[config.mk]
export PLATFORM = sky130hd
export DESIGN_NAME = vq_evict_ctrl
export DESIGN_NICKNAME = d
export VERILOG_FILES = /design/src/rtl/vqe_pkg.sv /design/src/rtl/vqe_queue_slot.sv /design/src/rtl/vqe_usage.sv /design/src/rtl/vqe_bracket.sv /design/src/rtl/vq_evict_ctrl.sv
export SDC_FILE = /design/constraint.sdc
export NUM_CORES = 1
export LEC_CHECK = 0
export ABC_AREA = 0
export CAP_MARGIN = 20
export CORE_MARGIN = 4
export CORE_UTILIZATION = 50
export CTS_BUF_LIST = sky130_fd_sc_hd__clkbuf_16
export CTS_CLUSTER_DIAMETER = 40
export DETAILED_ROUTE_END_ITERATION = 10
export PLACE_DENSITY_LB_ADDON = 0.25
export SLEW_MARGIN = 20
export SYNTH_ARGS = -nofsm -noshare
export SYNTH_HDL_FRONTEND = slang
export SYNTH_HIERARCHICAL = 1
export SYNTH_SLANG_ARGS = --single-unit
[constraint.sdc]
create_clock -name clk -period 21.4 [get_ports clk]
set_input_delay 4.28 -clock clk [delete_from_list [all_inputs] [get_ports clk]]
set_output_delay 4.28 -clock clk [all_outputs]
set_load 0.005 [all_outputs]
[src/rtl/vqe_pkg.sv]
package vqe_pkg;

    localparam int NUM_BKT = 4;
    localparam int NUM_THR = NUM_BKT - 1;

    typedef enum logic [1:0] {
        BKT_LOW  = 2'd0,
        BKT_MID  = 2'd1,
        BKT_HIGH = 2'd2,
        BKT_FULL = 2'd3
    } bkt_e;

    typedef struct packed {
        logic drop;
        logic accept;
    } admit_t;

    function automatic logic [31:0] umin32(input logic [31:0] a, input logic [31:0] b);
        return (a < b) ? a : b;
    endfunction

endpackage

[src/rtl/vqe_queue_slot.sv]
module vqe_queue_slot #(
    parameter int OW = 12,
    parameter int AW = 10
) (
    input  logic          clk,
    input  logic          rst,
    input  logic          inc,
    input  logic          dec_req,
    input  logic [AW-1:0] age_thr,
    input  logic [OW-1:0] occ_thr,
    output logic [OW-1:0] occ,
    output logic [AW-1:0] age,
    output logic          evicted,
    output logic [OW-1:0] add_amt,
    output logic          sub
);
    localparam logic [AW-1:0] AGE_MAX = '1;

    logic [OW-1:0] occ_q, occ_n;
    logic [AW-1:0] age_q, age_n;
    logic          ev_q, ev_n;
    logic          dec, cong;

    always_comb begin
        dec   = dec_req && (occ_q != '0);
        occ_n = occ_q + OW'(inc) - OW'(dec);
        cong  = (age_q > age_thr) || (occ_q > occ_thr);
        if (ev_q)
            ev_n = !((occ_q == '0) && !inc);
        else
            ev_n = cong;
        if (dec || (occ_q == '0))
            age_n = '0;
        else if (age_q == AGE_MAX)
            age_n = age_q;
        else
            age_n = age_q + AW'(1);
        add_amt = '0;
        sub     = 1'b0;
        if (!ev_q && ev_n) begin
            add_amt = occ_n;
        end else if (ev_q && ev_n) begin
            add_amt = OW'(inc);
            sub     = dec;
        end
    end

    always_ff @(posedge clk) begin
        if (rst) begin
            occ_q <= '0;
            age_q <= '0;
            ev_q  <= 1'b0;
        end else begin
            occ_q <= occ_n;
            age_q <= age_n;
            ev_q  <= ev_n;
        end
    end

    assign occ     = occ_q;
    assign age     = age_q;
    assign evicted = ev_q;
endmodule

[src/rtl/vqe_usage.sv]
module vqe_usage #(
    parameter int NQ = 8,
    parameter int OW = 12,
    parameter int UW = 16
) (
    input  logic             clk,
    input  logic             rst,
    input  logic [NQ*OW-1:0] add_flat,
    input  logic [NQ-1:0]    sub,
    output logic [UW-1:0]    usage
);
    logic [UW-1:0] use_q, use_n;

    always_comb begin
        use_n = use_q;
        for (int i = 0; i < NQ; i++) begin
            use_n = use_n + UW'(add_flat[i*OW +: OW]) - UW'(sub[i]);
        end
    end

    always_ff @(posedge clk) begin
        if (rst) use_q <= '0;
        else     use_q <= use_n;
    end

    assign usage = use_q;
endmodule

[src/rtl/vqe_bracket.sv]
module vqe_bracket
    import vqe_pkg::*;
#(
    parameter int OW = 12,
    parameter int UW = 16
) (
    input  logic [UW-1:0]         usage,
    input  logic [NUM_THR*UW-1:0] thr_flat,
    input  logic [NUM_BKT*OW-1:0] cap_flat,
    output bkt_e                  bkt,
    output logic [OW-1:0]         cap
);
    logic [1:0] cnt;

    always_comb begin
        cnt = 2'd0;
        for (int k = 0; k < NUM_THR; k++) begin
            if (usage >= thr_flat[k*UW +: UW]) cnt = cnt + 2'd1;
        end
        bkt = bkt_e'(cnt);
        cap = cap_flat[int'(cnt)*OW +: OW];
    end
endmodule

[src/rtl/vq_evict_ctrl.sv]
module vq_evict_ctrl
    import vqe_pkg::*;
#(
    parameter int NQ = 8,
    parameter int OW = 12,
    parameter int AW = 10,
    parameter int PORT_UNITS_PER_MS = 100,
    localparam int QW = (NQ > 1) ? $clog2(NQ) : 1,
    localparam int UW = OW + QW + 1
) (
    input  logic                  clk,
    input  logic                  rst,
    input  logic                  enq_vld,
    input  logic [QW-1:0]         enq_qid,
    input  logic                  deq_vld,
    input  logic [QW-1:0]         deq_qid,
    input  logic [AW-1:0]         age_thr,
    input  logic [OW-1:0]         occ_thr,
    input  logic [NQ*OW-1:0]      cfg_lim,
    input  logic [NQ-1:0]         cfg_lim_set,
    input  logic [NUM_THR*UW-1:0] bkt_thr,
    input  logic [NUM_BKT*OW-1:0] bkt_cap,
    output logic [NQ-1:0]         evicted_o,
    output logic [UW-1:0]         usage_o,
    output logic [1:0]            bracket_o,
    output logic [NQ*OW-1:0]      qlim_o,
    output logic                  drop_o
);
    localparam int            DEF_LIMIT = 6 * PORT_UNITS_PER_MS;
    localparam logic [OW-1:0] DEF_LIM_V = OW'(DEF_LIMIT);
    localparam logic [OW-1:0] OCC_MAX   = '1;

    logic [NQ*OW-1:0] occ_flat;
    logic [NQ*AW-1:0] age_flat;
    logic [NQ*OW-1:0] add_flat;
    logic [NQ-1:0]    sub_v;
    logic [NQ-1:0]    ev_v;
    logic [NQ-1:0]    inc_v;
    logic [NQ-1:0]    dreq_v;
    logic [NQ*OW-1:0] lim_flat;
    logic [OW-1:0]    cur_cap;
    bkt_e             cur_bkt;
    logic [UW-1:0]    usage;
    admit_t           adm;
    logic             drop_q;

    vqe_bracket #(.OW(OW), .UW(UW)) u_bkt (
        .usage    (usage),
        .thr_flat (bkt_thr),
        .cap_flat (bkt_cap),
        .bkt      (cur_bkt),
        .cap      (cur_cap)
    );

    genvar g;
    generate
        for (g = 0; g < NQ; g++) begin : g_q
            logic [OW-1:0] base;
            assign base = cfg_lim_set[g] ? cfg_lim[g*OW +: OW] : DEF_LIM_V;
            assign lim_flat[g*OW +: OW] = OW'(umin32(32'(base), 32'(cur_cap)));
            assign inc_v[g]  = adm.accept && (enq_qid == QW'(g));
            assign dreq_v[g] = deq_vld && (deq_qid == QW'(g));

            vqe_queue_slot #(.OW(OW), .AW(AW)) u_slot (
                .clk     (clk),
                .rst     (rst),
                .inc     (inc_v[g]),
                .dec_req (dreq_v[g]),
                .age_thr (age_thr),
                .occ_thr (occ_thr),
                .occ     (occ_flat[g*OW +: OW]),
                .age     (age_flat[g*AW +: AW]),
                .evicted (ev_v[g]),
                .add_amt (add_flat[g*OW +: OW]),
                .sub     (sub_v[g])
            );
        end
    endgenerate

    vqe_usage #(.NQ(NQ), .OW(OW), .UW(UW)) u_use (
        .clk      (clk),
        .rst      (rst),
        .add_flat (add_flat),
        .sub      (sub_v),
        .usage    (usage)
    );

    always_comb begin
        logic [OW-1:0] o;
        logic [OW-1:0] l;
        logic          e;
        adm = '0;
        o = '0;
        l = '0;
        e = 1'b0;
        if (enq_vld && (int'(enq_qid) < NQ)) begin
            o = occ_flat[int'(enq_qid)*OW +: OW];
            l = lim_flat[int'(enq_qid)*OW +: OW];
            e = ev_v[int'(enq_qid)];
            adm.drop   = (e && (o >= l)) || (o == OCC_MAX);
            adm.accept = !adm.drop;
        end
    end

    always_ff @(posedge clk) begin
        if (rst) drop_q <= 1'b0;
        else     drop_q <= adm.drop;
    end

    assign evicted_o = ev_v;
    assign usage_o   = usage;
    assign bracket_o = 2'(cur_bkt);
    assign qlim_o    = lim_flat;
    assign drop_o    = drop_q;
endmodule

# Yosys cells after proc, flatten, opt, wreduce, memory -nomap -nowiden
# Index checks and enable logic that the tools add are counted.
dict set report word_totals {
  reg_bits 201
  input_bits 232
}
dict set report classes {
  mux 62
  eq_ne 23
  addsub 42
  reduce_logical 118
  shifts 3
  order_cmp 29
  multipliers 2
  bitwise 1
}
# cell n
set ops {}
lappend ops {{12-bit two-way mux} 24}
lappend ops {{16-bit by 12-bit adder with 16-bit output} 8}
lappend ops {{16-bit by 1-bit subtractor with 16-bit output} 8}
lappend ops {{12-bit by 1-bit adder with 12-bit output} 8}
lappend ops {{12-bit > comparator} 8}
lappend ops {{12-bit zero test} 8}
lappend ops {{12-bit less-than comparator} 8}
lappend ops {{12-bit nonzero test} 8}
lappend ops {{96-bit by 32-bit variable part select with 12-bit output} 1}
lappend ops {{96-bit by 8-bit variable part select with 12-bit output} 1}
lappend ops {{12-bit by 1-bit subtractor with 12-bit output} 8}
lappend ops {{10-bit by 1-bit adder with 10-bit output, second input constant} 8}
lappend ops {{10-bit equality test, second input constant} 8}
lappend ops {{10-bit > comparator} 8}
lappend ops {{1-bit logical AND} 49}
lappend ops {{16-bit >= comparator} 3}
lappend ops {{48-bit by 32-bit variable part select with 12-bit output} 1}
lappend ops {{1-bit two-way mux} 35}
lappend ops {{1-bit zero test} 25}
lappend ops {{3-bit equality test, second input constant} 8}
lappend ops {{2-bit OR reduction} 9}
lappend ops {{1-bit logical OR} 17}
lappend ops {{12-bit equality test, second input constant} 1}
lappend ops {{3-bit by 2-bit equality test with 1-bit output, second input constant} 4}
lappend ops {{other kinds (11)} 14}

# Depth between registers and ports, before layout
dict set report depth {
  ltp_word 40
  mapped_depth 58
  depth_no_buf 52
}

# Hierarchy
# The synthesis kept the hierarchy.
# module cells_per_inst instances area_each_um2
set modules_own_cells {}
lappend modules_own_cells {{vqe_queue_slot (g_q[3].u_slot ...)} 266 5 2037.0}
lappend modules_own_cells {vq_evict_ctrl 894 1 6327.3}
lappend modules_own_cells {{vqe_queue_slot (g_q[0].u_slot ...)} 265 3 2038.2}
lappend modules_own_cells {vqe_usage 418 1 3977.6}
lappend modules_own_cells {vqe_bracket 209 1 1988.2}

# Worst setup path before layout
# Ideal clock, no wire load.
dict set report synth_timing {
  kind {input to register}
  startpoint {input bkt_thr[9]}
  endpoint {register u_use.use_q[14], in the netlist u_use/usage[14]}
  arrival_ns 16.502
  required_time_ns 21.272
  stages 53
  slack_ns 4.770
  cell_sequence {inv_1 > ha_1 > a21o_1 > a21o_1 > a21oi_1 > o211ai_1 > a31o_2 > ha_1 > buf_2 > buf_2 > buf_2 > mux4_2 > mux2_4 > clkbuf_1 > inv_1 > ha_1 > nand4_1 > or3_1 > [... 17 more ...] > a21oi_1 > xor2_1 > nor2_1 > fa_1 > inv_1 > fa_1 > ha_1 > fa_1 > fa_1 > inv_1 > fa_1 > ha_1 > clkbuf_1 > and3_1 > a221oi_1 > o221ai_1 > xnor2_1 > nor2_1}
}
dict set report synth_via {
  word_cells_on_any_way 150
  cone_classes {34 x add/sub; 1 x mul; 10 x order compare; 2 x shift; 52 x mux; 51 x reduce/logical}
}
# item line
set synth_lines {}
lappend synth_lines {{from (decl)} vq_evict_ctrl.sv:21} ;# input logic [NUM_THR*UW-1:0] bkt_thr,
lappend synth_lines {{16-bit >= comparator (*)} vqe_bracket.sv:18} ;# if (usage >= thr_flat[k*UW +: UW]) cnt = cnt + 2'd1;
lappend synth_lines {{1-bit two-way mux (*)} vqe_bracket.sv:18}
lappend synth_lines {{1-bit by 1-bit adder with 2-bit output} vqe_bracket.sv:18}
lappend synth_lines {{2-bit two-way mux (*)} vqe_bracket.sv:18}
lappend synth_lines {{2-bit by 1-bit adder with 2-bit output} vqe_bracket.sv:18}
lappend synth_lines {{2-bit two-way mux (*)} vqe_bracket.sv:18}
lappend synth_lines {{2-bit by 2-bit multiplier with 4-bit output (*)} vqe_bracket.sv:21} ;# cap = cap_flat[int'(cnt)*OW +: OW];
lappend synth_lines {{48-bit by 32-bit variable part select with 12-bit output (*)} vqe_bracket.sv:21}
lappend synth_lines {{named net cur_cap[10]} vq_evict_ctrl.sv:41} ;# logic [OW-1:0] cur_cap;
lappend synth_lines {{[... 2 more ...]} n/a}
lappend synth_lines {{named net qlim_o[4]} vq_evict_ctrl.sv:26} ;# output logic [NQ*OW-1:0] qlim_o,
lappend synth_lines {{[... 7 more ...]} n/a}
lappend synth_lines {{named net inc_v[4]} vq_evict_ctrl.sv:38} ;# logic [NQ-1:0] inc_v;
lappend synth_lines {{[... 6 more ...]} n/a}
lappend synth_lines {{named net add_flat[58]} vq_evict_ctrl.sv:35} ;# logic [NQ*OW-1:0] add_flat;
lappend synth_lines {{16-bit by 12-bit adder with 16-bit output (*)} vqe_usage.sv:17} ;# use_n = use_n + UW'(add_flat[i*OW +: OW]) - UW'(sub[i]);
lappend synth_lines {{16-bit by 1-bit subtractor with 16-bit output (*)} vqe_usage.sv:17}
lappend synth_lines {{16-bit by 12-bit adder with 16-bit output (*)} vqe_usage.sv:17}
lappend synth_lines {{16-bit by 1-bit subtractor with 16-bit output (*)} vqe_usage.sv:17}
lappend synth_lines {{16-bit by 12-bit adder with 16-bit output (*)} vqe_usage.sv:17}
lappend synth_lines {{16-bit by 1-bit subtractor with 16-bit output (*)} vqe_usage.sv:17}
lappend synth_lines {{16-bit by 12-bit adder with 16-bit output (*)} vqe_usage.sv:17}
lappend synth_lines {{16-bit by 1-bit subtractor with 16-bit output (*)} vqe_usage.sv:17}
lappend synth_lines {{to (signal assigned)} vqe_usage.sv:23} ;# else use_q <= use_n;
lappend synth_lines {{to (decl)} vqe_usage.sv:12} ;# logic [UW-1:0] use_q, use_n;
# Mark *: on every way through the listed nets, which the timed path passes.
# A chain may end at the register's enable or synchronous reset.

# Worst setup path after layout
dict set report layout_timing {
  startpoint {input bkt_thr[22]}
  endpoint {register u_use.use_q[14], in the netlist u_use/usage[14]}
}
dict set report layout_via {
  word_cells_on_any_way 148
  cone_classes {33 x add/sub; 1 x mul; 10 x order compare; 2 x shift; 51 x mux; 51 x reduce/logical}
}
# item line
set layout_lines {}
lappend layout_lines {{16-bit >= comparator (*)} vqe_bracket.sv:18}
lappend layout_lines {{2-bit two-way mux (*)} vqe_bracket.sv:18}
lappend layout_lines {{2-bit by 1-bit adder with 2-bit output} vqe_bracket.sv:18}
lappend layout_lines {{2-bit two-way mux (*)} vqe_bracket.sv:18}
lappend layout_lines {{2-bit by 2-bit multiplier with 4-bit output (*)} vqe_bracket.sv:21}
lappend layout_lines {{48-bit by 32-bit variable part select with 12-bit output (*)} vqe_bracket.sv:21}
lappend layout_lines {{named net cur_cap[1]} vq_evict_ctrl.sv:41}
lappend layout_lines {{12-bit less-than comparator} vqe_pkg.sv:19} ;# return (a < b) ? a : b;
lappend layout_lines {{[... 8 more ...]} n/a}
lappend layout_lines {{named net inc_v[0]} vq_evict_ctrl.sv:38}
lappend layout_lines {{[... 6 more ...]} n/a}
lappend layout_lines {{named net add_flat[3]} vq_evict_ctrl.sv:35}
lappend layout_lines {{[... 8 more ...]} n/a}
lappend layout_lines {{16-bit by 12-bit adder with 16-bit output (*)} vqe_usage.sv:17}
lappend layout_lines {{16-bit by 1-bit subtractor with 16-bit output (*)} vqe_usage.sv:17}
lappend layout_lines {{16-bit by 12-bit adder with 16-bit output (*)} vqe_usage.sv:17}
lappend layout_lines {{16-bit by 1-bit subtractor with 16-bit output (*)} vqe_usage.sv:17}
lappend layout_lines {{16-bit by 12-bit adder with 16-bit output (*)} vqe_usage.sv:17}
lappend layout_lines {{16-bit by 1-bit subtractor with 16-bit output (*)} vqe_usage.sv:17}
lappend layout_lines {{16-bit by 12-bit adder with 16-bit output (*)} vqe_usage.sv:17}
lappend layout_lines {{16-bit by 1-bit subtractor with 16-bit output (*)} vqe_usage.sv:17}
# Marked as above.

==> results.json <==
{
  "synth_flop_cell": "dfxtp_1",
  "cap_violations": 0,
  "grt_max_degree": 61,
  "die_x_um": 247.1,
  "synth_area_um2": 28590,
  "synth_common_cells": "inv_1 (604), ha_1 (503), nor2_1 (371)",
  "synth-async-reset-ratio_pct": 0,
  "tritoncts": "built",
  "yosysTopAreaCell": "ha_1",
  "antenna_found_initial": 1,
  "ys_types": 91,
  "cts_resized": 0,
  "vias": 27780,
  "grt_setup_unrepaired": "false",
  "worstMarginPinSlew_ns": 1.197,
  "cts_buffers": 35,
  "fp-row-count": 87,
  "postSynthCellCount": 3646,
  "synth-seq-area-share_pct": 14.07,
  "syn_avg_cell_area_um2": 7.842,
  "synth_edf_count": 0,
  "grt_first_pass_wirelength_um": 152700,
  "ctsHtreeMaxLevel": 2,
  "fin_nets": 4801,
  "fin_ws_ns": 1.955,
  "synthesis.nets": 4484,
  "pre_cts_ws_ns": 1.816,
  "viasPerCell": 5.855,
  "antenna_left": 0,
  "gp_congestion": 1.058,
  "core_um2": 56500,
  "grt_pass1_vias": 26750,
  "clock_latency_ns": 0.53,
  "cts-root-buf": "clkbuf_16",
  "hold_path_class": "reg -> reg",
  "worstSetupPathType": "in -> reg",
  "crit_path_end": "u_use/usage[14]$_SDFF_PP0_",
  "die_area_um2": 61080,
  "synth_most_common_cell": "inv_1",
  "dpl.hpwl_um": 82380,
  "ys_ff_latch": 201,
  "fin_skew_ns": 0.01731,
  "arrival_ns": 19.84,
  "hold_viol_final": 0,
  "r2r-end": "u_use/usage[14]$_SDFF_PP0_",
  "crit_path_end_kind": "register",
  "drv_slew": 0,
  "yosysWarnings": 6,
  "start_util_pct": 50.61,
  "wire_per_inst_um": 21.33,
  "fin_crit_ns": 19.44,
  "setup_violations": 0,
  "synth_top_area_share_pct": 22.01,
  "reg2regPathDepth": 50,
  "slowest_stage": "nor4_1",
  "reg2reg_from": "u_use/usage[0]$_SDFF_PP0_",
  "drive_above_1_share_pct": 5.792,
  "crit_top_cell": "ha_1",
  "clk_pin_slew_ns": 0.05,
  "cts.sinks": 201,
  "r2r_setup_slack_ns": 5.66,
  "cts_setup_buffers": 0,
  "cts.path.max_buffers": 3,
  "globalRouteTotalUtil_pct": 32.03,
  "die_h_um": 247.1,
  "drt_iter0_markers": 2471,
  "cp.required_ns": 21.80,
  "cp-startpoint": "bkt_thr[22]",
  "status": "complete, no violations",
  "grt_overflow": 0,
  "ctsHoldBuffers": 0,
  "max_freq_mhz": 51.43,
  "ys_top_cells_by_area": "ha_1 (22%), dfxtp_1 (14%), inv_1 (7.9%)",
  "slowest_delay_ns": 1.10,
  "slew_headroom_pct": 19.48,
  "ios": 355,
  "start_kind": "input pin",
  "drcViolationCount": 0,
  "area_growth_pct": 18.72,
  "portBuffers": 354,
  "worstPathMaxFanout": 18,
  "fin_setup_tns_ns": 0,
  "dr.pass1.iters": 8,
  "post-route-period-util_pct": 90.86,
  "drt_wl_total_um": 101200
}
flip-flops by register name, summed over array words and instances (netlist names):
| register | cells |
|---|---|
| drop_o | 1 |
| g_q.u_slot/age | 80 |
| g_q.u_slot/evicted | 8 |
| g_q.u_slot/occ | 96 |
| u_use/usage | 16 |
metal layers:
metal,vias to the layer above,part of all wire [%],GRT usage [%]
met3,298,8.3,4.392
li1,13280,-,-
met2,1235,45,53.43
met1,12970,40,40.48
met5,-,0.013,0
met4,2,5.9,16.27
worst min-delay path by stage:
stage	startpoint	to	slack (ns)	cells past startpoint
floorplan	g_q[0].u_slot/age[9]$_SDFFE_PP0P_	g_q[0].u_slot/age[9]$_SDFFE_PP0P_	0.48	1
global placement	g_q[0].u_slot/age[9]$_SDFFE_PP0P_	g_q[0].u_slot/age[9]$_SDFFE_PP0P_	0.51	1
detailed placement	g_q[0].u_slot/age[9]$_SDFFE_PP0P_	g_q[0].u_slot/age[9]$_SDFFE_PP0P_	0.51	1
CTS	g_q[0].u_slot/age[9]$_SDFFE_PP0P_	g_q[0].u_slot/age[9]$_SDFFE_PP0P_	0.52	1
global route	g_q[0].u_slot/age[9]$_SDFFE_PP0P_	g_q[0].u_slot/age[9]$_SDFFE_PP0P_	0.53	1
finish	g_q[0].u_slot/age[9]$_SDFFE_PP0P_	g_q[0].u_slot/age[9]$_SDFFE_PP0P_	0.51	1
per-stage QoR:
step	cells	instance area (µm²)	hold slack [ns]	util, %
6_report	4745	33950	0.5128	60.08
4_1_cts	4744	33940	0.5198	60.08
5_1_grt	4744	33940	0.5281	60.08
2_1_floorplan	3646	28590	0.4793	-
3_3_place_gp	4682	32790	0.5111	58.05
3_5_place_dp	4682	32790	0.5148	58.05
critical path, delay by kind of cell:
| kind | cells | cell delay, ns |
|---|---|---|
| adders and majority gates | 12 | 4.95 |
| xor gates and xnor gates | 2 | 0.32 |
| buffers and inverters | 8 | 1.76 |
| muxes | 3 | 1.06 |
| AOI/OAI and AO/OA | 16 | 4.20 |
| and+or+nand+nor | 9 | 3.23 |
logic make-up after synthesis:
logic type / after synthesis / share of synthesized area (%)
AND/OR/NAND/NOR: 1181 / 19.97
buffers and inverters: 706 / 9.474
AO/OA/AOI/OAI: 698 / 16.39
adder cells (fa/ha/maj): 610 / 29.36
flip-flops: 201 / 14.07
multiplexers: 127 / 6.962
XOR/XNOR: 123 / 3.768
cell type report:
cell class / count / area (µm²)
fillers: 5166 / 22550
multi-input cells: 2739 / 21860
flip-flops and latches: 201 / 4024
repair buffers: 369 / 3646
inverters: 617 / 2318
well taps: 756 / 945.9
clock buffers: 35 / 875.8
clock inverters: 27 / 272.8
diodes: 1 / 2.502
layout by cell type (no fill, tap or decap), drive strengths merged, types with 12 or more instances in the layout:
master / count
fa: 103
or3: 12
o21a: 12
a21o: 54
o21bai: 17
clkdlybuf4s50: 351
a21oi: 183
o311ai: 18
buf: 18
mux2i: 29
xnor2: 54
xor2: 69
a31oi: 71
nand4: 86
nand2b: 59
nand3: 76
o211ai: 25
mux2: 48
nor2: 376
dfxtp: 201
a211o: 31
inv: 622
clkinv: 17
a211oi: 41
o21ai: 152
ha: 503
nor2b: 71
and3: 48
nand2: 262
and2: 43
mux4: 50
nor3: 93
clkbuf: 35
Power is left out: the tool's default activity adds up to more than one toggle a clock period on the data nets, which glitch-free logic cannot reach.
